--- config.mk ---
export PLATFORM = sky130hd
export DESIGN_NAME = rx_char_status
export DESIGN_NICKNAME = d
export VERILOG_FILES = /design/src/rtl/rx_char_pkg.sv /design/src/rtl/rx_char_classify.sv /design/src/rtl/rx_acq_fsm.sv /design/src/rtl/rx_status_out.sv /design/src/rtl/rx_char_status.sv
export SDC_FILE = /design/constraint.sdc
export NUM_CORES = 1
export LEC_CHECK = 0
export ABC_CLOCK_PERIOD_IN_PS = 1300
export CAP_MARGIN = 20
export CORE_MARGIN = 2
export CORE_UTILIZATION = 29
export DETAILED_ROUTE_END_ITERATION = 7
export DONT_BUFFER_PORTS = 1
export GPL_TIMING_DRIVEN = 0
export SYNTH_ARGS = -nofsm -noshare
export SYNTH_HDL_FRONTEND = slang
export SYNTH_SLANG_ARGS = --single-unit
--- constraint.sdc ---
create_clock -name clk -period 1.3 [get_ports clk]
set_input_delay 0.065 -clock clk [delete_from_list [all_inputs] [get_ports clk]]
set_output_delay 0.065 -clock clk [all_outputs]
set_load 0.03 [all_outputs]
--- src/rtl/rx_char_pkg.sv ---
package rx_char_pkg;

    // Classes a received character pair can fall into
    typedef enum logic [2:0] {
        CLS_IDLE    = 3'd0,
        CLS_CAREXT  = 3'd1,
        CLS_DATA    = 3'd2,
        CLS_ERRPROP = 3'd3,
        CLS_INVALID = 3'd4
    } char_class_e;

    typedef enum logic {
        ST_ACQ  = 1'b0,
        ST_SYNC = 1'b1
    } link_state_e;

    // 8b/10b character values seen on the decoded byte lanes
    localparam logic [7:0] CH_K28_5 = 8'hBC;
    localparam logic [7:0] CH_D5_6  = 8'hC5;
    localparam logic [7:0] CH_D16_2 = 8'h50;
    localparam logic [7:0] CH_K23_7 = 8'hF7;
    localparam logic [7:0] CH_K30_7 = 8'hFE;

endpackage

--- src/rtl/rx_char_classify.sv ---
module rx_char_classify
    import rx_char_pkg::*;
#(
    parameter int DATA_W = 16
) (
    input  logic [DATA_W-1:0]   word_i,
    input  logic [DATA_W/8-1:0] kflag_i,
    input  logic                cv_i,
    output char_class_e         cls_o
);

    localparam int NB = DATA_W / 8;

    logic [NB-1:0] lane_k237;
    logic [NB-1:0] lane_k307;
    logic [NB-1:0] lane_filler;

    // Per-lane character matches
    for (genvar b = 0; b < NB; b++) begin : g_lane
        logic [7:0] ch;
        assign ch             = word_i[8*b +: 8];
        assign lane_k237[b]   = kflag_i[b] && (ch == CH_K23_7);
        assign lane_k307[b]   = kflag_i[b] && (ch == CH_K30_7);
        assign lane_filler[b] = !kflag_i[b] && ((ch == CH_D5_6) || (ch == CH_D16_2));
    end

    logic comma_top;
    logic fill_rest;
    logic idle_match;

    assign comma_top = kflag_i[NB-1] && (word_i[DATA_W-1 -: 8] == CH_K28_5);

    if (NB > 1) begin : g_rest
        assign fill_rest = &lane_filler[NB-2:0];
    end else begin : g_single
        assign fill_rest = 1'b1;
    end

    assign idle_match = comma_top && fill_rest;

    always_comb begin
        if (cv_i) begin
            cls_o = CLS_INVALID;
        end else if (kflag_i == '0) begin
            cls_o = CLS_DATA;
        end else if (&lane_k237) begin
            cls_o = CLS_CAREXT;
        end else if (&lane_k307) begin
            cls_o = CLS_ERRPROP;
        end else if (idle_match) begin
            cls_o = CLS_IDLE;
        end else begin
            cls_o = CLS_INVALID;
        end
    end

endmodule

--- src/rtl/rx_acq_fsm.sv ---
module rx_acq_fsm
    import rx_char_pkg::*;
#(
    parameter int IDLE_RUN = 3
) (
    input  logic        clk,
    input  logic        rst_n,
    input  char_class_e cls_i,
    output link_state_e state_q_o
);

    localparam int             CW   = $clog2(IDLE_RUN + 1);
    localparam logic [CW-1:0]  LAST = CW'(IDLE_RUN - 1);

    typedef struct packed {
        link_state_e   st;
        logic [CW-1:0] cnt;
    } fsm_t;

    fsm_t r_d, r_q;

    always_comb begin
        r_d = r_q;
        if (r_q.st == ST_ACQ) begin
            unique case (cls_i)
                CLS_IDLE: begin
                    if (r_q.cnt == LAST) begin
                        r_d.st  = ST_SYNC;
                        r_d.cnt = '0;
                    end else begin
                        r_d.cnt = r_q.cnt + 1'b1;
                    end
                end
                CLS_CAREXT, CLS_DATA, CLS_ERRPROP: begin
                    r_d.st  = ST_SYNC;
                    r_d.cnt = '0;
                end
                default: r_d.cnt = '0;
            endcase
        end
    end

    always_ff @(posedge clk) begin
        if (!rst_n) begin
            r_q.st  <= ST_ACQ;
            r_q.cnt <= '0;
        end else begin
            r_q <= r_d;
        end
    end

    assign state_q_o = r_q.st;

    // synchronized state is held until reset
    assert_sync_sticky_R12: assert property (@(posedge clk) disable iff (!rst_n)
        (r_q.st == ST_SYNC) |=> (r_q.st == ST_SYNC));

    // single entry words
    assert_carext_entry_R8: assert property (@(posedge clk) disable iff (!rst_n)
        (r_q.st == ST_ACQ && cls_i == CLS_CAREXT) |=> (r_q.st == ST_SYNC));

    assert_fast_entry_R9: assert property (@(posedge clk) disable iff (!rst_n)
        (r_q.st == ST_ACQ && (cls_i == CLS_DATA || cls_i == CLS_ERRPROP)) |=> (r_q.st == ST_SYNC));

    // invalid word in acquisition clears the idle run
    assert_invalid_clears_R11: assert property (@(posedge clk) disable iff (!rst_n)
        (r_q.st == ST_ACQ && cls_i == CLS_INVALID) |=> (r_q.st == ST_ACQ && r_q.cnt == '0));

    // idle run counter never reaches the run length
    assert_idle_cnt_bound_R7: assert property (@(posedge clk) disable iff (!rst_n)
        r_q.cnt < CW'(IDLE_RUN));

endmodule

--- src/rtl/rx_status_out.sv ---
module rx_status_out
    import rx_char_pkg::*;
#(
    parameter int DATA_W = 16
) (
    input  logic              clk,
    input  logic              rst_n,
    input  char_class_e       cls_i,
    input  link_state_e       state_i,
    input  logic [DATA_W-1:0] word_i,
    output logic              dv_o,
    output logic              er_o,
    output logic [DATA_W-1:0] word_o
);

    typedef struct packed {
        logic              dv;
        logic              er;
        logic [DATA_W-1:0] word;
    } out_t;

    out_t o_d, o_q;

    always_comb begin
        o_d      = o_q;
        o_d.word = word_i;
        unique case (cls_i)
            CLS_IDLE:    begin o_d.dv = 1'b0; o_d.er = 1'b0; end
            CLS_CAREXT:  begin o_d.dv = 1'b0; o_d.er = 1'b1; end
            CLS_DATA:    begin o_d.dv = 1'b1; o_d.er = 1'b0; end
            default:     begin o_d.dv = 1'b1; o_d.er = 1'b1; end
        endcase
        // data-valid is withheld until the link is synchronized
        if (state_i == ST_ACQ) begin
            o_d.dv = 1'b0;
        end
    end

    always_ff @(posedge clk) begin
        if (!rst_n) begin
            o_q <= '0;
        end else begin
            o_q <= o_d;
        end
    end

    assign dv_o   = o_q.dv;
    assign er_o   = o_q.er;
    assign word_o = o_q.word;

    assert_data_status_R1: assert property (@(posedge clk) disable iff (!rst_n)
        (state_i == ST_SYNC && cls_i == CLS_DATA) |=> (dv_o && !er_o && word_o == $past(word_i)));

    assert_carext_status_R3: assert property (@(posedge clk) disable iff (!rst_n)
        (cls_i == CLS_CAREXT) |=> (!dv_o && er_o));

    assert_errprop_status_R4: assert property (@(posedge clk) disable iff (!rst_n)
        (cls_i == CLS_ERRPROP) |=> (er_o && word_o == $past(word_i)));

    assert_acq_no_dv_R10: assert property (@(posedge clk) disable iff (!rst_n)
        (state_i == ST_ACQ) |=> !dv_o);

endmodule

--- src/rtl/rx_char_status.sv ---
module rx_char_status
    import rx_char_pkg::*;
#(
    parameter int DATA_W   = 16,
    parameter int IDLE_RUN = 3
) (
    input  logic                clk,
    input  logic                rst_n,
    input  logic [DATA_W-1:0]   rx_word_i,
    input  logic [DATA_W/8-1:0] rx_kflag_i,
    input  logic                rx_cv_i,
    output logic                rx_dv_o,
    output logic                rx_er_o,
    output logic [DATA_W-1:0]   rx_word_o,
    output logic                in_sync_o
);

    char_class_e cls;
    link_state_e state_q;

    rx_char_classify #(.DATA_W(DATA_W)) u_classify (
        .word_i  (rx_word_i),
        .kflag_i (rx_kflag_i),
        .cv_i    (rx_cv_i),
        .cls_o   (cls)
    );

    rx_acq_fsm #(.IDLE_RUN(IDLE_RUN)) u_fsm (
        .clk       (clk),
        .rst_n     (rst_n),
        .cls_i     (cls),
        .state_q_o (state_q)
    );

    rx_status_out #(.DATA_W(DATA_W)) u_out (
        .clk     (clk),
        .rst_n   (rst_n),
        .cls_i   (cls),
        .state_i (state_q),
        .word_i  (rx_word_i),
        .dv_o    (rx_dv_o),
        .er_o    (rx_er_o),
        .word_o  (rx_word_o)
    );

    assign in_sync_o = (state_q == ST_SYNC);

    // while reset is held the status outputs are quiet (checked in the cycle after)
    assert_reset_quiet_R6: assert property (@(posedge clk)
        $past(!rst_n) |-> (!rx_dv_o && !rx_er_o && !in_sync_o));

endmodule

After elaboration in Yosys (flattened, before gate mapping)
Index checks and enable logic that the tools add are counted.
Word-level totals
  register bits after elaboration: 21
  bits in latches: 0
  bits in writable memories: 0
  ROM bits: 0
  input bits: 21
  output and inout bits: 19
  logic and storage cells: 43
  memories kept: 0
Operators by class
  add/subtract/negate cells: 1
  multipliers: 0
  div/mod/pow operators: 0
  order comparisons: 0
  equal/unequal tests: 11
  shift-type cells: 0
  muxes and demuxes: 11
  bitwise logic cells: 0
  reduce and logical (&&, ||, !) cells: 15
Operator list (number)
  $eq 8x8->1 const B: 6
  $mux 3: 6
  $eq 8x7->1 const B: 1
  $logic_and 1x1->1: 7
  $eq 3x2->1 const B: 2
  $pmux 2 s3: 1
  $reduce_and 2->1: 3
  $mux 2: 2
  $eq 3x1->1 const B: 1
  $logic_not 3->1: 1
  $reduce_or 3->1: 1
  $add 2x1->2 const B: 1
  $eq 2x2->1 const B: 1
  $logic_not 2->1: 1
  $pmux 1 s2: 1
  $logic_not 1->1: 1
  $logic_or 1x1->1: 1
  $mux 1: 1

Logic depth before layout (Yosys ltp)
  depth after elaboration: 13
  mapped depth: 4
  gate-level depth less buffers: 4

Cells and area by module
Synthesis repeated with hierarchy kept, for this count alone.
Unflattened totals
  cells, all modules: 70
  area total of the unflattened synthesis: 777.0 um2
Modules (own cells, without submodules)
  rx_status_out: times used 1, cells each 37, area each 504.2 um2, seq. area each 360.3 um2
  rx_char_classify: times used 1, cells each 21, area each 142.6 um2, seq. area each 0.0 um2
  rx_acq_fsm: times used 1, cells each 12, area each 130.1 um2, seq. area each 60.1 um2

Worst setup path after synthesis
Ideal clock, no wire load.
  path type: reg2reg
  start point: register u_fsm.r_q, in the netlist u_fsm.state_q_o
  end point: register u_fsm.r_q, in the netlist u_fsm.state_q_o
  setup time: 0.132 ns
  data arrival time: 1.019 ns
  required time: 1.168 ns
  slack: 0.149 ns
  stages on the path, launching flop included: 4
  path buffers: 0
  clock period less this slack: 1.151 ns
  path through: dfxtp_1 -> o31a_2 -> a31oi_1 -> a221oi_2
On the way
  longest elaborated chain between the ends: 1
Ends and longest elaborated chain
  start: declaration: RTL line rx_acq_fsm.sv:20  | fsm_t r_d, r_q;
  start signal: assignment: RTL line rx_acq_fsm.sv:48  | r_q <= r_d;
  $mux 3: RTL line rx_acq_fsm.sv:24  | if (r_q.st == ST_ACQ) begin
Every way passes these cells.
A chain may end at the register's enable or synchronous reset.

Final worst setup path
Ends and elaborated chain as after synthesis.

==> flow_summary_export.csv <==
group,metric,value,unit
run_status,outcome,"finished, final reports clean",
layout,fin_nets,121,
synth,netlist_area,841,um^2
synth,synth_top_area_cell,"dfxtp_1",
setup_path,reg2reg_depth,3,
setup_path,r2r-end,"u_fsm.state_q_o",
min_path,min_from,"rx_kflag_i[1]",
clock_network,cts_buffer_depth,2,
timing,timing.slew.headroom,67.9,%
timing,finalSetupViolations,0,
route,vias,667,
layout,drive_above_1_share,18.2,%
layout,final_util,39.1,%
grt,grt_pass1_vias,722,
synth,synth_warnings,0,
layout,diodes,0,
route,drc,0,
timing,skew,0.000689,ns
die,die_area,3350,um^2
clock_network,clock_latency,0.31,ns
grt,antenna_found_initial,0,
min_path,whs_path_depth,4,
layout,final_common_cell,"dfxtp_1",
layout,seq_area,422,um^2
synth,ys_seq_area_share,50.0,%
setup_path,cp.required,1.50,ns
synth,synth_top_area_share,50.0,%
placement,gp_congestion,0.742,
synth,synth_area_per_cell,10.8,um^2
synth,syn_nets,99,
die,pin_count,40,
clock_network,h-tree-depth,1,
synth,postSynth.asyncResetShare,0,%
clock_network,clock-root-buffer,"clkbuf_4",
timing,max_freq,881,MHz
grt,grt-ovfl-total,0,
setup_path,r2r_slack,0.16,ns
clock_network,cts_buffers,3,
setup_path,r2r-start,"u_fsm.state_q_o",
clock_network,cts_tree,"built",
clock_network,cts.sinks,21,
die,num_rows,19,
power,peakVddDrop,0.000793,V
die,core-area,2760,um^2
setup_path,crit_path_max_fanout,8,
synth,ys_seq_elements,21,
die,start_util,30.5,%
power,finalPower,1.17,mW
timing,fin_setup_tns,0,ns
route,wl_per_cell,15.9,um
layout,fin_cells,130,
layout,final.fill_count,286,
min_path,worstHoldEndpoint,"u_fsm.state_q_o",
timing,worstMarginPinSlew,0.478,ns
route,antenna_left,0,
timing,hold_viol,0,
synth,ys_types,32,
placement,port_buffers,0,
synth,ys_top_cells_by_area,"dfxtp_1, and2_1, o31ai_2",
placement,dp_hpwl,1410,um
power,p_leak,0.396,nW
layout,area_growth,28.3,%
die,die_x,57.8,um
grt,grtUsageTotal,13.1,%
route,routed_wl,2070,um
min_path,min_path_type,"primary input to flop",
synth,synth-main-ff-cell,"dfxtp_1",
power,pwr_density_cell,1090,nW/um^2
synth,synth-edff-count,0,
setup_path,arrival,1.33,ns
timing,slew_viol_final,0,
grt,grt_pass1_wl,3260,um
setup_path,cp-start-kind,"flop",
placement,dpl.cell_count,109,
job,drv_cap,0,
setup_path,cp-startpoint,"u_fsm.state_q_o",
setup_path,endpoint_kind,"flop",
timing,grt_setup_unrepaired,"no",
clock_network,path_clk_slew,0.12,ns
route,initialDrtViolationCount,4,
grt,grt_max_degree,13,
route,firstDrtPassIters,4,
clock_network,post-cts-setup-buffers,0,
setup_path,critical_path_class,"flop to flop",
die,dieHeight,57.8,um
layout,final_cell_mix,"dfxtp_1, dlygate4sd3_1, and2_1",
route,vias_per_cell,5.13,
synth,synth_cells,78,
timing,fin_crit,1.14,ns
timing,fin_crit_sh,87.3,%
layout,multi_input_area,409,um^2
-- layout make-up --
| class | instances | area share, % |
|---|---|---|
| Clock buffer | 3 | 2.09 |
| Multi-Input combinational cell | 54 | 37.9 |
| Tap cell | 31 | 3.60 |
| Inverter | 1 | 0.348 |
| Clock inverter | 1 | 0.464 |
| Buffer | 2 | 0.696 |
| Timing Repair Buffer | 17 | 15.8 |
| Sequential cell | 21 | 39.1 |
-- layer usage --
metal / part of all wire [%] / track usage [%] / wire, um
met1: 36 / 13.5 / 751
met2: 54 / 23.2 / 1110
met3: 9.3 / 6.03 / 193
met4: 0.58 / 4.65 / 12
met5: 0 / 0 / 0
-- state kept, by name (all words and copies together), names as in the netlist --
signal           count
u_out.word_o        16
u_fsm.r_q            2
u_fsm.state_q_o      1
u_out.dv_o           1
u_out.er_o           1
-- cells in the mapped netlist, types with 2 or more instances --
cell type  instances
a211oi_1           2
a31oi_1            2
and2_1            15
clkbuf_1           2
dfxtp_1           21
nand2_1            3
nand3_1            2
nand4_1            2
nor2_1             4
nor4bb_1           2
o31ai_2            2
-- repair_timing --
action                                  CTS  global route
endpoints found under the setup margin    0             1
hold endpoints to repair                 19             0
gates resized for setup                   0             1
hold buffers                             17             0
-- metrics by stage --
| stage | area (um^2) | hold slack, ns | setup slack (ns) |
|---|---|---|---|
| after floorplan | 841 | 0.159 | 0.149 |
| after global placement | 880 | 0.163 | 0.0929 |
| after detailed placement | 880 | 0.163 | 0.0780 |
| after CTS | 1080 | 0.0891 | 0.0575 |
| after global routing | 1080 | 0.0935 | 0.115 |
| final | 1080 | 0.0839 | 0.165 |
-- where the power goes --
part | switching [mW] | total [mW] | internal (mW)
clock | 0.209 | 0.324 | 0.115
sequential | 0.0686 | 0.741 | 0.673
combinational | 0.0398 | 0.106 | 0.0667
-- cells by family after synthesis --
kind of cell | count (synthesis) | share of synthesized area [%]
DFF | 21 | 50.0
buffers and inverters | 3 | 1.34
and+or+nand+nor | 42 | 35.7
AOI/OAI and AO/OA | 12 | 12.9
-- worst max-delay path by stage --
| stage | endpoint | slack [ns] |
|---|---|---|
| 2_1_floorplan | u_fsm.state_q_o | 0.15 |
| 3_3_place_gp | u_fsm.state_q_o | 0.09 |
| 3_5_place_dp | u_fsm.state_q_o | 0.08 |
| 4_1_cts | u_fsm.state_q_o | 0.06 |
| 5_1_grt | u_fsm.state_q_o | 0.12 |
| 6_report | u_fsm.state_q_o | 0.16 |
-- worst max-delay path, cell delays in order (launching register included) --
cell	delay, ns
dfxtp_2	0.43
o31a_2	0.37
a31oi_1	0.18
a221oi_2	0.05
Note: power is estimated with default switching activity, not from simulation.
